## src/rtl/rxf_pkg.sv

```systemverilog
package rxf_pkg;

  // Register select codes
  typedef enum logic [1:0] {
    REG_DATA = 2'd0,
    REG_STAT = 2'd1,
    REG_CTRL = 2'd2,
    REG_LINE = 2'd3
  } regSel_e;

  // Strobes from control to datapath
  typedef struct packed {
    logic push;
    logic pop;
  } fifoStrobe_t;

  // Field positions
  localparam int TRIG_LSB      = 6;
  localparam int TRIG_W        = 2;
  localparam int ACC_LSB       = 9;
  localparam int ACC_W         = 3;
  localparam int STAT_DR       = 0;
  localparam int STAT_RDF      = 1;
  localparam int STAT_HOLD_LSB = 5;
  localparam int STAT_HOLD_W   = 2;
  localparam int LINE_OVR      = 0;

  // Width used for level comparisons
  localparam int LVL_W = 8;

  function automatic logic [LVL_W-1:0] trigLevel(input logic [TRIG_W-1:0] code);
    logic [LVL_W-1:0] lvl;
    unique case (code)
      2'd0:    lvl = 8'd1;
      2'd1:    lvl = 8'd4;
      2'd2:    lvl = 8'd8;
      default: lvl = 8'd14;
    endcase
    return lvl;
  endfunction

  function automatic logic [LVL_W-1:0] acceptLimit(input logic [ACC_W-1:0] code);
    logic [LVL_W-1:0] lim;
    if (code == '0)
      lim = 8'd15;
    else if (code == 3'd1)
      lim = 8'd1;
    else
      lim = LVL_W'({code, 1'b0});
    return lim;
  endfunction

endpackage

```

## src/rtl/rxf_datapath.sv

```systemverilog
module rxf_datapath
  import rxf_pkg::*;
#(
  parameter int DATA_W = 8,
  parameter int DEPTH  = 16,
  localparam int PTR_W = $clog2(DEPTH),
  localparam int CNT_W = PTR_W + 1
) (
  input  logic              clk,
  input  logic              rstN,
  input  fifoStrobe_t       strobe,
  input  logic [DATA_W-1:0] pushData,
  output logic [DATA_W-1:0] headData,
  output logic [CNT_W-1:0]  count,
  output logic [CNT_W-1:0]  countNext,
  output logic              full,
  output logic              empty
);

  logic [DATA_W-1:0] mem [DEPTH];
  logic [PTR_W-1:0]  wrPtr, rdPtr;
  logic              doPush, doPop;

  function automatic logic [PTR_W-1:0] advance(input logic [PTR_W-1:0] p);
    return (p == PTR_W'(DEPTH - 1)) ? '0 : p + 1'b1;
  endfunction

  assign full   = (count == CNT_W'(DEPTH));
  assign empty  = (count == '0);
  // Fullness is judged before the pop of the same cycle
  assign doPush = strobe.push && !full;
  assign doPop  = strobe.pop && !empty;

  always_comb begin
    countNext = count;
    if (doPush && !doPop)
      countNext = count + 1'b1;
    else if (!doPush && doPop)
      countNext = count - 1'b1;
  end

  always_ff @(posedge clk) begin
    if (doPush)
      mem[wrPtr] <= pushData;
  end

  always_ff @(posedge clk) begin
    if (!rstN) begin
      wrPtr <= '0;
      rdPtr <= '0;
      count <= '0;
    end else begin
      if (doPush) wrPtr <= advance(wrPtr);
      if (doPop)  rdPtr <= advance(rdPtr);
      count <= countNext;
    end
  end

  assign headData = empty ? '0 : mem[rdPtr];

  // occupancy never exceeds the depth
  a_r2_count_bound: assert property (@(posedge clk) disable iff (!rstN)
    count <= CNT_W'(DEPTH));

  // popping an empty queue without a push leaves the count alone
  a_r9_empty_pop_stable: assert property (@(posedge clk) disable iff (!rstN)
    (strobe.pop && empty && !strobe.push) |=> $stable(count));

  // a push into a full queue without a pop keeps it full
  a_r3_full_drop: assert property (@(posedge clk) disable iff (!rstN)
    (strobe.push && full && !strobe.pop) |=> full);

endmodule

```

## src/rtl/rxf_ctrl.sv

```systemverilog
module rxf_ctrl
  import rxf_pkg::*;
#(
  parameter int DATA_W = 8,
  parameter int CNT_W  = 5,
  parameter int REG_W  = 16
) (
  input  logic              clk,
  input  logic              rstN,
  input  logic              rxValid,
  input  logic [1:0]        regSel,
  input  logic              regRd,
  input  logic              regWr,
  input  logic [REG_W-1:0]  regWdata,
  input  logic [DATA_W-1:0] headData,
  input  logic [CNT_W-1:0]  count,
  input  logic [CNT_W-1:0]  countNext,
  input  logic              full,
  input  logic              empty,
  output fifoStrobe_t       strobe,
  output logic [REG_W-1:0]  regRdata,
  output logic              rxReady,
  output logic              trigFlag,
  output logic              dataFlag
);

  logic [TRIG_W-1:0]      trigCode, trigCodeNext;
  logic [ACC_W-1:0]       accCode;
  logic [STAT_HOLD_W-1:0] holdBits;
  logic                   ovr;
  logic                   rdf, dr;
  logic                   ctrlWr, statWr, lineRd, overrunHit;
  logic                   atTrig;
  logic [LVL_W-1:0]       cntWide, cntNextWide;
  logic                   unusedBits;

  assign unusedBits = ^{regWdata[REG_W-1:ACC_LSB+ACC_W], regWdata[TRIG_LSB+TRIG_W],
                        regWdata[STAT_HOLD_LSB-1:0]};

  assign ctrlWr     = regWr && (regSel == REG_CTRL);
  assign statWr     = regWr && (regSel == REG_STAT);
  assign lineRd     = regRd && (regSel == REG_LINE);
  assign overrunHit = rxValid && full;

  assign strobe.push = rxValid;
  assign strobe.pop  = regRd && (regSel == REG_DATA);

  assign cntWide      = LVL_W'(count);
  assign cntNextWide  = LVL_W'(countNext);
  assign trigCodeNext = ctrlWr ? regWdata[TRIG_LSB +: TRIG_W] : trigCode;
  assign atTrig       = cntNextWide >= trigLevel(trigCodeNext);

  always_ff @(posedge clk) begin
    if (!rstN) begin
      trigCode <= '0;
      accCode  <= '0;
      holdBits <= '1;
      ovr      <= 1'b0;
      rdf      <= 1'b0;
      dr       <= 1'b0;
    end else begin
      if (ctrlWr) begin
        trigCode <= regWdata[TRIG_LSB +: TRIG_W];
        accCode  <= regWdata[ACC_LSB +: ACC_W];
      end
      if (statWr)
        holdBits <= regWdata[STAT_HOLD_LSB +: STAT_HOLD_W];
      if (overrunHit)
        ovr <= 1'b1;
      else if (lineRd)
        ovr <= 1'b0;
      rdf <= atTrig;
      dr  <= !atTrig && (countNext != '0);
    end
  end

  assign rxReady  = cntWide < acceptLimit(accCode);
  assign trigFlag = rdf;
  assign dataFlag = dr;

  always_comb begin
    regRdata = '0;
    unique case (regSel)
      REG_DATA: regRdata = REG_W'(headData);
      REG_STAT: begin
        regRdata[STAT_HOLD_LSB +: STAT_HOLD_W] = holdBits;
        regRdata[STAT_RDF] = rdf;
        regRdata[STAT_DR]  = dr;
      end
      REG_CTRL: begin
        regRdata[TRIG_LSB +: TRIG_W] = trigCode;
        regRdata[ACC_LSB +: ACC_W]   = accCode;
      end
      default: regRdata[LINE_OVR] = ovr;
    endcase
  end

  // a byte hitting a full queue latches the overrun bit
  a_r3_overrun_sets: assert property (@(posedge clk) disable iff (!rstN)
    overrunHit |=> ovr);

  // a line-status read with no new overrun clears the bit
  a_r8_line_clears: assert property (@(posedge clk) disable iff (!rstN)
    (lineRd && !overrunHit) |=> !ovr);

  // trigger and data-present flags never both set
  a_r5_flags_exclusive: assert property (@(posedge clk) disable iff (!rstN)
    !(rdf && dr));

  // data-present flag only with a non-empty queue
  a_r6_dr_needs_data: assert property (@(posedge clk) disable iff (!rstN)
    dr |-> !empty);

  // a full queue never signals ready
  a_r7_full_blocks: assert property (@(posedge clk) disable iff (!rstN)
    full |-> !rxReady);

endmodule

```

## src/rtl/rx_fifo_trig.sv

```systemverilog
module rx_fifo_trig
  import rxf_pkg::*;
#(
  parameter int DATA_W = 8,
  parameter int DEPTH  = 16,
  parameter int REG_W  = 16,
  localparam int CNT_W = $clog2(DEPTH) + 1
) (
  input  logic              clk,
  input  logic              rstN,
  input  logic              rxValid,
  input  logic [DATA_W-1:0] rxData,
  input  logic [1:0]        regSel,
  input  logic              regRd,
  input  logic              regWr,
  input  logic [REG_W-1:0]  regWdata,
  output logic [REG_W-1:0]  regRdata,
  output logic              rxReady,
  output logic              trigFlag,
  output logic              dataFlag
);

  fifoStrobe_t       strobe;
  logic [DATA_W-1:0] headData;
  logic [CNT_W-1:0]  count, countNext;
  logic              full, empty;

  rxf_datapath #(.DATA_W(DATA_W), .DEPTH(DEPTH)) uData (
    .clk       (clk),
    .rstN      (rstN),
    .strobe    (strobe),
    .pushData  (rxData),
    .headData  (headData),
    .count     (count),
    .countNext (countNext),
    .full      (full),
    .empty     (empty)
  );

  rxf_ctrl #(.DATA_W(DATA_W), .CNT_W(CNT_W), .REG_W(REG_W)) uCtrl (
    .clk       (clk),
    .rstN      (rstN),
    .rxValid   (rxValid),
    .regSel    (regSel),
    .regRd     (regRd),
    .regWr     (regWr),
    .regWdata  (regWdata),
    .headData  (headData),
    .count     (count),
    .countNext (countNext),
    .full      (full),
    .empty     (empty),
    .strobe    (strobe),
    .regRdata  (regRdata),
    .rxReady   (rxReady),
    .trigFlag  (trigFlag),
    .dataFlag  (dataFlag)
  );

endmodule

```

## config.mk

```make
export PLATFORM = sky130hd
export DESIGN_NAME = rx_fifo_trig
export DESIGN_NICKNAME = d
export VERILOG_FILES = /design/src/rtl/rxf_pkg.sv /design/src/rtl/rxf_datapath.sv /design/src/rtl/rxf_ctrl.sv /design/src/rtl/rx_fifo_trig.sv
export SDC_FILE = /design/constraint.sdc
export NUM_CORES = 1
export LEC_CHECK = 0
export CAP_MARGIN = 15
export CORE_ASPECT_RATIO = 2
export CORE_MARGIN = 3
export CORE_UTILIZATION = 50
export DETAILED_ROUTE_END_ITERATION = 16
export PLACE_DENSITY = 0.76
export SLEW_MARGIN = 0
export SYNTH_ARGS = -nofsm -noshare
export SYNTH_HDL_FRONTEND = slang
export SYNTH_HIERARCHICAL = 1
export SYNTH_SLANG_ARGS = --single-unit
```

## constraint.sdc

```tcl
create_clock -name clk -period 5.14 [get_ports clk]
set_clock_uncertainty 0.1 [all_clocks]
set_input_delay 1.285 -clock clk [delete_from_list [all_inputs] [get_ports clk]]
set_output_delay 1.285 -clock clk [all_outputs]
set_load 0.05 [all_outputs]
```

## After elaboration in Yosys (flattened, before gate mapping)

Memory sizes are Yosys's and may differ from the RTL's. A register that Yosys moved wholly into a read port is not among the register bits.
Index checks and enable logic that the tools add are counted.
W data, S select, Z words.

- Register bits: 23
- Memory bits (writable): 128
- Bits of input ports: 31
- Output and inout bits: 19
- Word-level logic and storage cells: 68
- Memories kept: 1

- Add/sub/neg operators: 4
- Order comparisons: 2
- Eq/ne operators: 9
- Muxes and demuxes: 22
- Reductions and logical operators: 21

Memory list:

| memory | words | bits a word | rd ports | clocked after Yosys merged registers in | write ports | line | source |
|---|---|---|---|---|---|---|---|
| uData.mem | 16 | 8 | 1 | 1 | 1 | rxf_datapath.sv:20 | `logic [DATA_W-1:0] mem [DEPTH];` |

Operators with widths:

| kind | number |
|---|---|
| $mux W4 | 5 |
| $mux W8 | 2 |
| $pmux W4 S3 | 1 |
| $logic_and A1 B1 Y1 | 10 |
| $mux W5 | 2 |
| $add A4 B1 Y4 const B | 2 |
| $eq A4 B4 Y1 const B | 2 |
| $lt A5 B8 Y1 | 1 |
| $eq A2 B2 Y1 const B | 3 |
| $mux W3 | 2 |
| $pmux W1 S2 | 3 |
| $pmux W1 S3 | 2 |
| $add A5 B1 Y5 const B | 1 |
| $eq A5 B5 Y1 const B | 1 |
| $ge A5 B4 Y1 | 1 |
| $logic_not A1 Y1 | 5 |
| $logic_not A5 Y1 | 1 |
| $reduce_bool A5 Y1 | 1 |
| $sub A5 B1 Y5 const B | 1 |
| $eq A2 B1 Y1 const B | 2 |
| $logic_not A2 Y1 | 2 |
| $mux W1 | 4 |
| $eq A3 B1 Y1 const B | 1 |
| $logic_not A3 Y1 | 1 |
| other kinds (2) | 2 |

## Depth between registers and ports, before layout

- Word-level depth: 10
- Depth in mapped cells: 12
- Mapped depth without buffers: 11

## Modules after synthesis

Netlist, hierarchy kept.

By module, submodules not included:

| module | times used | cells each | area an instance (um^2) | seq. area each (um^2) |
|---|---|---|---|---|
| rxf_datapath | 1 | 324 | 5,999.5 | 4,184.0 |
| rxf_ctrl | 1 | 97 | 793.3 | 200.2 |

## Worst setup path before layout

OpenSTA, ideal clock, no wires.

- Path kind: input-to-output
- From: in regSel[0]
- To: out regRdata[0]
- Data arrival time: 2.676 ns
- Data required time: 3.755 ns
- Slack: 1.079 ns
- Stages: 3
- Buffers on the path: 1
- Cells stage by stage: buf_4 -> mux2i_1 -> o21ai_0

- Longest elaborated chain between the ends: 2
- Elaborated cells between the ends (all ways): 4
- Classes of those cells: 2 x eq/ne; 1 x mux; 1 x reduce/logical

RTL lines:

| item | line | source |
|---|---|---|
| start, declared | rx_fifo_trig.sv:13 | `input logic [1:0] regSel,` |
| $eq A2 B2 Y1, or another cell as far along | rxf_ctrl.sv:83 | `unique case (regSel)` |
| $pmux W1 S3 (*) | rxf_ctrl.sv:83 |  |
| end, declared | rx_fifo_trig.sv:17 | `output logic [REG_W-1:0] regRdata,` |

Mark *: on every way between the ends. The rest lies on a longest branch, timed or not.

## Worst setup path after layout

- From: in regSel[0]
- To: out regRdata[2]

- Longest elaborated chain between the ends: 2

RTL lines:

| item | line |
|---|---|
| $logic_not A2 Y1 | rxf_ctrl.sv:83 |
| $mux W3 | rxf_ctrl.sv:83 |

No other way between the ends.

==> results.cfg <==
[hold_path]
holdPathStages = 2
whs_endpoint = uCtrl/holdBits[1]$_SDFFE_PN1P_
hold_path_class = flip-flop to flip-flop
min_from = uCtrl/holdBits[1]$_SDFFE_PN1P_

[placement]
gp_congestion = 0.8824
dp_cells = 593
post_dp_cell_area_um2 = 7259
io_buffers = 34
hpwl_um = 9431

[pwr]
pwr_density_cell_nw_per_um2 = 375.3
leakagePower_uw = 0.002669
max-vdd-ir-drop_mv = 0.2574

[die]
fp.coreArea_um2 = 13140
fp.dieH_um = 170.8
initial_core_util_pct = 51.69
fp.dieW_um = 88.42
rows = 59
pin_count = 50
die_area_um2 = 15110

[timing]
fmax_ghz = 0.2123
hold_violations = 0
worst-slew-pin-transition_ns = 0.8509
setup_tns_ns = 0
holdWs_ns = 0.3933
finalCritPeriodShare_pct = 91.65
setup_violations = 0
slew_viol_final = 0
relSlewSlack_pct = 43.19
fin_crit_ns = 4.711
rsz0062_at_grt = no

[setup_path]
cp.required_ns = 3.75
ff2ff_path_depth = 11
rr_endpoint = uCtrl/trigFlag$_SDFF_PN0_
worstSetupPathType = primary input to output port
rrSetupSlack_ns = 2.09
worstPathArrival_ns = 3.33
worst-path-max-fanout = 11
reg2reg_from = uData/count[0]$_SDFF_PN0_
worstSetupStartpointType = primary input
worst_setup_path_end_kind = output port

[logic_synthesis]
synth.top_cell.area_share_pct = 56.59
synthTopCellsByArea = edfxtp_1 57%, dfxtp_1 8.0%, mux4_2 8.0%, mux2i_1 3.1%, mux4_1 3.1%
synth_cells = 421
synthAdderAreaFrac_pct = 2.579
synthXorXnorAreaFrac_pct = 1.013
yosysSeqAreaShare_pct = 64.54
yosysTopAreaCell = edfxtp_1
synth.ff_latch_count = 155
synth_area_per_cell_um2 = 16.13
syn_area_um2 = 6793
yosys.area_share.simple_pct = 7.957
ys_types = 54
synth_top_family_by_area = multiplexers
synth-compound-area-share_pct = 5.157
async_flop_share_pct = 0
yosys_warnings = 6
synth_ff_type = edfxtp_1
synth_edf_count = 128
yosys-top-cells-count = 128 x edfxtp_1, 27 x dfxtp_1, 24 x mux4_2
yosysMostFrequentCell = edfxtp_1
synthMuxAreaShare_pct = 15.47

[drt]
dr_total_vias = 3755
viasPerCell = 6.008
drtIter0Drc = 256
drtAntennaViolNets = 0
totalWireLength_um = 13470
drc_errors = 0
wire_per_inst_um = 21.55
drt_first_pass_iters = 4

[cells_and_area]
nets = 505
n_antenna_cell = 0
nFillCells = 945
final_util_pct = 59.66
final_cells = 625
postLayoutCellArea_um2 = 7839
area_delta_synth_final_pct = 15.40
drive_gt1_share_pct = 18.60

[run_status]
status = completed

[global_route]
antenna_found_initial = 0
grt_pass1_wl_um = 21250
track_usage_pct = 19.51
gr-total-overflow = 0
grt_pass1_vias = 3836
grt_max_degree = 33

[clocking]
htreeDepth = 4
clock_sinks = 155
post-cts-setup-buffers = 0
cts_root_buf = clkbuf_16
clock_latency_ns = 0.42
cts_tree = yes
cts_hold_buf = 0
clk_pin_slew_worst_paths_ns = 0.07
clk_path_buf_depth = 2
ctsResizeCount = 0
numCtsBuffers = 17

[flow_run]
cap_viol_max_count = 0
-- routing by layer --
layer  share of wire [%]  track usage, %  vias up
li1                    -               -     1717
met1                  36           20.55     1919
met2                  59           36.16       95
met3                 3.2           4.964       24
met4                 2.5           7.368        0
met5                   0               0        -
-- where the power goes --
part           internal (µW)  switching (µW)
Combinational            129             199
Clock                    686             523
Sequential              1380            20.1
Total                   2200             743
-- registers in the layout (all words and copies together), names as in the netlist, named ones only --
signal          count
uCtrl/ovr           1
uCtrl/trigCode      2
uCtrl/accCode       3
uCtrl/trigFlag      1
uCtrl/dataFlag      1
uData/wrPtr         4
uCtrl/holdBits      2
uData/count         5
uData/rdPtr         4
uData/mem         128
-- worst max-delay path, cell delays in order --
cell and delay (ns):
clkdlybuf4s50_1 0.70, nor2_1 0.36, and2_1 0.18, clkdlybuf4s50_1 0.80
-- per-stage QoR --
step,setup slack [ns],power [µW]
after floorplan,1.079,1662
after global placement,0.4296,1746
after detailed placement,0.4192,1759
after CTS,0.4227,2968
after global routing,0.3149,3059
final,0.4294,2942
-- worst max-delay path by stage --
stage,from,end,slack (ns),depth (start not counted)
final,regSel[0],regRdata[2],0.43,4
after global routing,flip-flop,regRdata[5],0.31,7
after CTS,regSel[0],regRdata[2],0.42,4
after detailed placement,regSel[0],regRdata[2],0.42,4
after global placement,regSel[0],regRdata[2],0.43,4
after floorplan,regSel[0],regRdata[0],1.08,3
-- cells in the final DEF (no fill, tap or decap), types with 3 or more instances in the layout --
| cell type | n |
|---|---|
| inv_1 | 10 |
| nor4b_2 | 4 |
| nor2_1 | 15 |
| edfxtp_1 | 128 |
| mux2i_1 | 21 |
| o21ai_0 | 14 |
| mux2_2 | 8 |
| clkinv_4 | 4 |
| inv_8 | 3 |
| buf_4 | 7 |
| and4_1 | 4 |
| a21boi_0 | 3 |
| nand2_1 | 23 |
| clkbuf_16 | 17 |
| a31oi_1 | 4 |
| inv_6 | 5 |
| and3_1 | 3 |
| dfxtp_1 | 27 |
| clkdlybuf4s50_1 | 34 |
| nand3_1 | 11 |
| conb_1 | 5 |
| ha_1 | 14 |
| xnor2_1 | 4 |
| a21oi_1 | 15 |
| nor2b_1 | 4 |
| and2_1 | 16 |
| mux4_1 | 8 |
| mux4_2 | 24 |
-- final cells by class --
cell class	count	area, µm²	area share, %
clock buffer	18	429.2	5.475
clock inverter	14	150.1	1.915
multi-input combinational	233	2230	28.44
sequential	155	4384	55.93
timing repair buffer	42	412.9	5.267
inverter	11	42.54	0.5427
tap	152	190.2	2.426
-- cells by family (layout without fill, tap and decap cells) --
family          Yosys count  after routing
compound gates           51             51
flops                   155            155
buf+inv                  37             85
xor+xnor                  7              7
simple gates             95             95
other cells               1              5
fa+ha+maj                14             14
mux                      61             61
(Power assumes the default switching activity.)
